--- src/rtl/adc_byte_xfer.sv ---
module adc_byte_xfer #(
  parameter int BYTE_W = 8,
  parameter int TMO_W  = 16,
  parameter bit TMO_EN = 1'b1
) (
  input  logic                clk,
  input  logic                rst,
  input  logic                req_i,
  input  logic [TMO_W-1:0]    tmo_limit_i,
  output logic                conv_start_o,
  input  logic                conv_done_i,
  input  logic [2*BYTE_W-1:0] conv_data_i,
  output logic [BYTE_W-1:0]   bus_data_o,
  output logic                bus_valid_o,
  input  logic                bus_ready_i,
  output logic                done_o,
  output logic                err_o
);
  localparam int WORD_W = 2 * BYTE_W;
  localparam logic [TMO_W-1:0] ONE = TMO_W'(1);

  typedef enum logic [2:0] {S_IDLE, S_START, S_WAIT, S_HI, S_LO} state_t;

  state_t            state;
  logic [WORD_W-1:0] hold_q;
  logic [TMO_W-1:0]  wait_cnt;
  logic              sel_hi;
  logic              tmo_hit;

  assign sel_hi       = (state == S_HI);
  assign conv_start_o = (state == S_START);
  assign bus_valid_o  = (state == S_HI) || (state == S_LO);
  assign tmo_hit      = TMO_EN && (tmo_limit_i != '0) && (wait_cnt == tmo_limit_i - ONE);

  for (genvar b = 0; b < BYTE_W; b++) begin : g_mux
    assign bus_data_o[b] = sel_hi ? hold_q[BYTE_W + b] : hold_q[b];
  end

  always_ff @(posedge clk) begin
    if (rst) begin
      state    <= S_IDLE;
      hold_q   <= '0;
      wait_cnt <= '0;
      done_o   <= 1'b0;
      err_o    <= 1'b0;
    end else begin
      done_o <= 1'b0;
      err_o  <= 1'b0;
      case (state)
        S_IDLE:  if (req_i) state <= S_START;
        S_START: begin
          wait_cnt <= '0;
          state    <= S_WAIT;
        end
        S_WAIT: begin
          if (conv_done_i) begin
            hold_q <= conv_data_i;
            state  <= S_HI;
          end else if (tmo_hit) begin
            err_o <= 1'b1;
            state <= S_IDLE;
          end else begin
            wait_cnt <= wait_cnt + ONE;
          end
        end
        S_HI: if (bus_ready_i) state <= S_LO;
        S_LO: if (bus_ready_i) begin
          done_o <= 1'b1;
          state  <= S_IDLE;
        end
        default: state <= S_IDLE;
      endcase
    end
  end

  p_reset_quiet_r1: assert property (@(posedge clk)
    $past(rst) |-> !conv_start_o && !bus_valid_o && !done_o && !err_o);

  p_start_one_cycle_r2: assert property (@(posedge clk) disable iff (rst)
    conv_start_o |=> !conv_start_o);

  p_start_from_idle_r3: assert property (@(posedge clk) disable iff (rst)
    $rose(conv_start_o) |-> $past(state == S_IDLE && req_i));

  p_capture_to_hi_r5: assert property (@(posedge clk) disable iff (rst)
    (state == S_WAIT && conv_done_i) |=> bus_valid_o && bus_data_o == $past(conv_data_i[WORD_W-1:BYTE_W]));

  p_byte_held_r6: assert property (@(posedge clk) disable iff (rst)
    (bus_valid_o && !bus_ready_i) |=> bus_valid_o && $stable(bus_data_o));

  p_lo_after_hi_r6: assert property (@(posedge clk) disable iff (rst)
    (state == S_HI && bus_ready_i) |=> state == S_LO);

  p_done_after_lo_r7: assert property (@(posedge clk) disable iff (rst)
    done_o |-> $past(state == S_LO && bus_ready_i) && !bus_valid_o);

  p_err_quiet_bus_r8: assert property (@(posedge clk) disable iff (rst)
    err_o |-> $past(state == S_WAIT) && !bus_valid_o && !done_o);

  p_no_overlap_r3: assert property (@(posedge clk) disable iff (rst)
    $onehot0({conv_start_o, bus_valid_o, done_o, err_o}));
endmodule

--- config.mk ---
export PLATFORM = sky130hd
export DESIGN_NAME = adc_byte_xfer
export DESIGN_NICKNAME = d
export VERILOG_FILES = /design/src/rtl/adc_byte_xfer.sv
export SDC_FILE = /design/constraint.sdc
export NUM_CORES = 1
export LEC_CHECK = 0
export BUFFER_PORTS_ARGS = -buffer_cell sky130_fd_sc_hd__buf_4
export CAP_MARGIN = 20
export CORE_MARGIN = 2
export CORE_UTILIZATION = 33
export CTS_CLUSTER_DIAMETER = 80
export DETAILED_ROUTE_END_ITERATION = 12
export PLACE_DENSITY = 0.5
export REMOVE_ABC_BUFFERS = 1
export SYNTH_ARGS = -nofsm -noshare
export SYNTH_HDL_FRONTEND = slang
export SYNTH_SLANG_ARGS = --single-unit
--- constraint.sdc ---
create_clock -name clk -period 4.4 [get_ports clk]
set_clock_uncertainty 0.05 [all_clocks]
set_input_delay 0.88 -clock clk [delete_from_list [all_inputs] [get_ports clk]]
set_output_delay 0.88 -clock clk [all_outputs]
set_load 0.1 [all_outputs]
==> metrics <==
WHS=~400 ps; synthesis-stage register bit count=37; Starting Density=around 34%; setup TNS=0 ps; Slew HR=59.13%; status=finished clean; final hold vios=0; I/O pins=49; Die X=90.30 um; Sw Share=between 30% and 40%; P_int=roughly 0.00054 W; synthesis-to-finish area growth=18.89%; final WL=~6.0 mm; pin count of the biggest net entering global routing=30; cell chosen for the clock root=clkbuf_8; first-pass GRT wire length=about 10 mm; CTS Buf Count=5; CTS tree=done; largest area contributor in the netlist=dfxtp_1; post-synth top area share=between 30 and 40%; setup violators final=0; slowest CP cell=or4b_1; worst reg-to-reg path cell count=8; Hold Path Stages=2; final core utilization=a little over 40%; clk slew on worst S/H paths=roughly 70 ps; EDFF count, synth=0; HP Class=flop to flop; # hold bufs at CTS=0; Flop pwr share=a little under half; Die Span Y=approximately 90 um; RSZ-0062 raised after global routing=no; GPL Wtd Cong=0.7900; cells after synthesis=between 300 and 400; Critical Path AT=between 3000 and 4000 ps; fill count=796; top cells by area, synth=dfxtp_1, nand2_1, a21oi_1, xnor2_1, nor2_1; critical path, cell by cell=buf_4 -> inv_1 -> ha_1 -> or4b_1 -> nor4_4 -> mux2_1 -> mux2i_2 -> nor4_4 -> a21oi_2 -> a31oi_1 -> a41o_2; Detailed Place HPWL=about 4.5 mm; logic gate share of total power=24.6%; Max rail drop VDD=between 150 and 200 uV; most numerous cell on the critical path=nor4_4; Skew-Pair Late Insertion Delay=approximately 280 ps; Largest stage delay, worst path=~620 ps; Final ANT Viol Nets=0; Mapped Area=0.002457 sq mm; via/cell ratio=5.024; crit path buf inv count=2; Worst EP required=4530 ps; Ant. Diodes=0; Sink Count=37; Post-CTS Resized=0; async set-or-reset flop fraction in the synthesized netlist=0%; Die ar.=approximately 0.0082 sq mm; nets@finish=398; GRT Util Overall=14.81%; # DRC=0; worst-path fanout max=12; ratio of cells with drive above 1 in the final layout=between 20% and 30%; Avg Inst Size Synth=7.632 sq um; count of different cell masters after synthesis=56; Slew @ Worst Pin=roughly 610 ps; Pleak=between 1 and 1.5 nW; num rows=31; min Tclk post-route=roughly 3600 ps; Final Cycle Share=approximately four fifths; vias in the first global route=2121; Top FF cell, synth=dfxtp_1; total power=0.0007932 W; cell family with most CP delay=simple AND/OR/NAND/NOR gates; Psw=0.0002558 W; H-tree level count=2; Core ar.=~0.0072 sq mm; PD cells=271.5 mW/mm^2; initial DRC count=about 120; WP depth=11; register area share after synthesis=roughly 30%; MaxCap Viol Count=0; CP Launch Type=input pin; number of post-CTS setup repair buffers=0; synth warn=0; drt pass-1 iters=6; initial antenna violation count=0; total congestion overflow=0; Max Fclk=277.5 MHz; crit path kind=input pin to flop; # port buffers=48; max-slew violations=0; post-DR wirelength/cell=13.21 um; Worst setup EP type=flop; Max Buffers Root-to-Sink=2; total number of vias=between 2000 and 2500; Clk pwr share=a little under a third
## flip-flops by register name, indices dropped and copies added, names as in the netlist
register	count
err_o	1
done_o	1
hold_q	16
state	3
wait_cnt	16
## layer usage
layer	up-vias	global-route usage, %	share of wire (%)
met2	61	24.56	45
met5	-	0	0
li1	1200	-	-
met3	7	3.255	5.2
met4	0	4.231	1.4
met1	1033	19.36	49
## placed cells by master (no fill, tap or decap), types with 4 or more instances in the layout
cell      instances
nand2_1          73
buf_4            48
dfxtp_1          37
a21oi_1          31
nor2_1           20
xnor2_1          13
nand3_1          10
nor3_1           10
inv_1             9
or3_1             8
o21ai_0           6
xor2_1            6
nand4_1           6
clkbuf_8          6
and2_1            5
nor4_1            5
mux2i_1           4
## synthesized netlist by cell type, types with 2 or more instances
cell,count
a211oi_1,2
and3_1,3
nor4_1,5
xnor2_1,13
nor4_4,3
a211oi_2,3
nand4_1,6
nand3b_1,3
nor3_1,10
and4_1,2
a31oi_1,3
a21o_2,2
a21oi_1,31
a31o_1,2
mux2i_1,4
o31a_1,3
nand3_1,10
o21ai_0,6
a31o_2,3
clkbuf_1,11
buf_6,5
a21o_1,2
and2_1,5
or3_1,8
nor4_2,2
nand2_1,73
xor2_1,6
ha_1,2
nor2_1,20
or2_2,3
dfxtp_1,37
inv_1,9
nor4b_1,2
## worst paths after layout
path	from	end	slack (ps)
hold reg to reg	hold_q[11]	hold_q[11]	410
setup / recovery	tmo_limit_i[0]	wait_cnt[6]	800
setup reg to reg	wait_cnt[14]	wait_cnt[0]	1820
hold / removal	hold_q[11]	hold_q[11]	410
## worst min-delay path, cell delays in order (launching register included)
cell     delay (ps)
dfxtp_1         310
nand2_1          50
a21oi_1          50
## logic make-up (layout without fill, tap and decap cells)
logic type                 after synthesis  count (layout)  share of synthesized area [%]
muxes                                    6               6                          2.648
buffers and inverters                   28              65                          5.855
and+or+nand+nor                        163             163                          34.83
xor gates and xnor gates                19              19                          6.772
DFF                                     37              37                          30.14
adders and majority gates                2               2                          1.018
AOI/OAI and AO/OA                       67              67                          18.74
## per-stage QoR
stage / instances / setup slack (ps) / area, sq um
2_1_floorplan: 304 / 844.7 / 2351
3_3_place_gp: 451 / 534.0 / 2835
3_5_place_dp: 451 / 506.3 / 2835
4_1_cts: 458 / 806.8 / 2922
5_1_grt: 458 / 593.5 / 2922
6_report: 458 / 796.2 / 2922
## layout make-up
cell class                 instances  area [sq um]  area share (%)
sequential                        37         740.7           25.35
timing repair buffer              48         360.3           12.33
multi-input combinational        257          1573           53.83
tap                               99         123.9           4.240
inverter                          10         37.54           1.285
clock buffer                       7         86.33           2.955
## power groups by stage
stage | registers, W | logic, W | clock network [W]
detailed placement | 0.000367 | 0.000196 | 0
global placement | 0.000368 | 0.000197 | 0
global route | 0.000362 | 0.000212 | 0.000261
finish | 0.000360 | 0.000195 | 0.000238
CTS | 0.000360 | 0.000196 | 0.000247
floorplan | 0.000364 | 0.000127 | 0
Power figures use the tool's default switching activity.
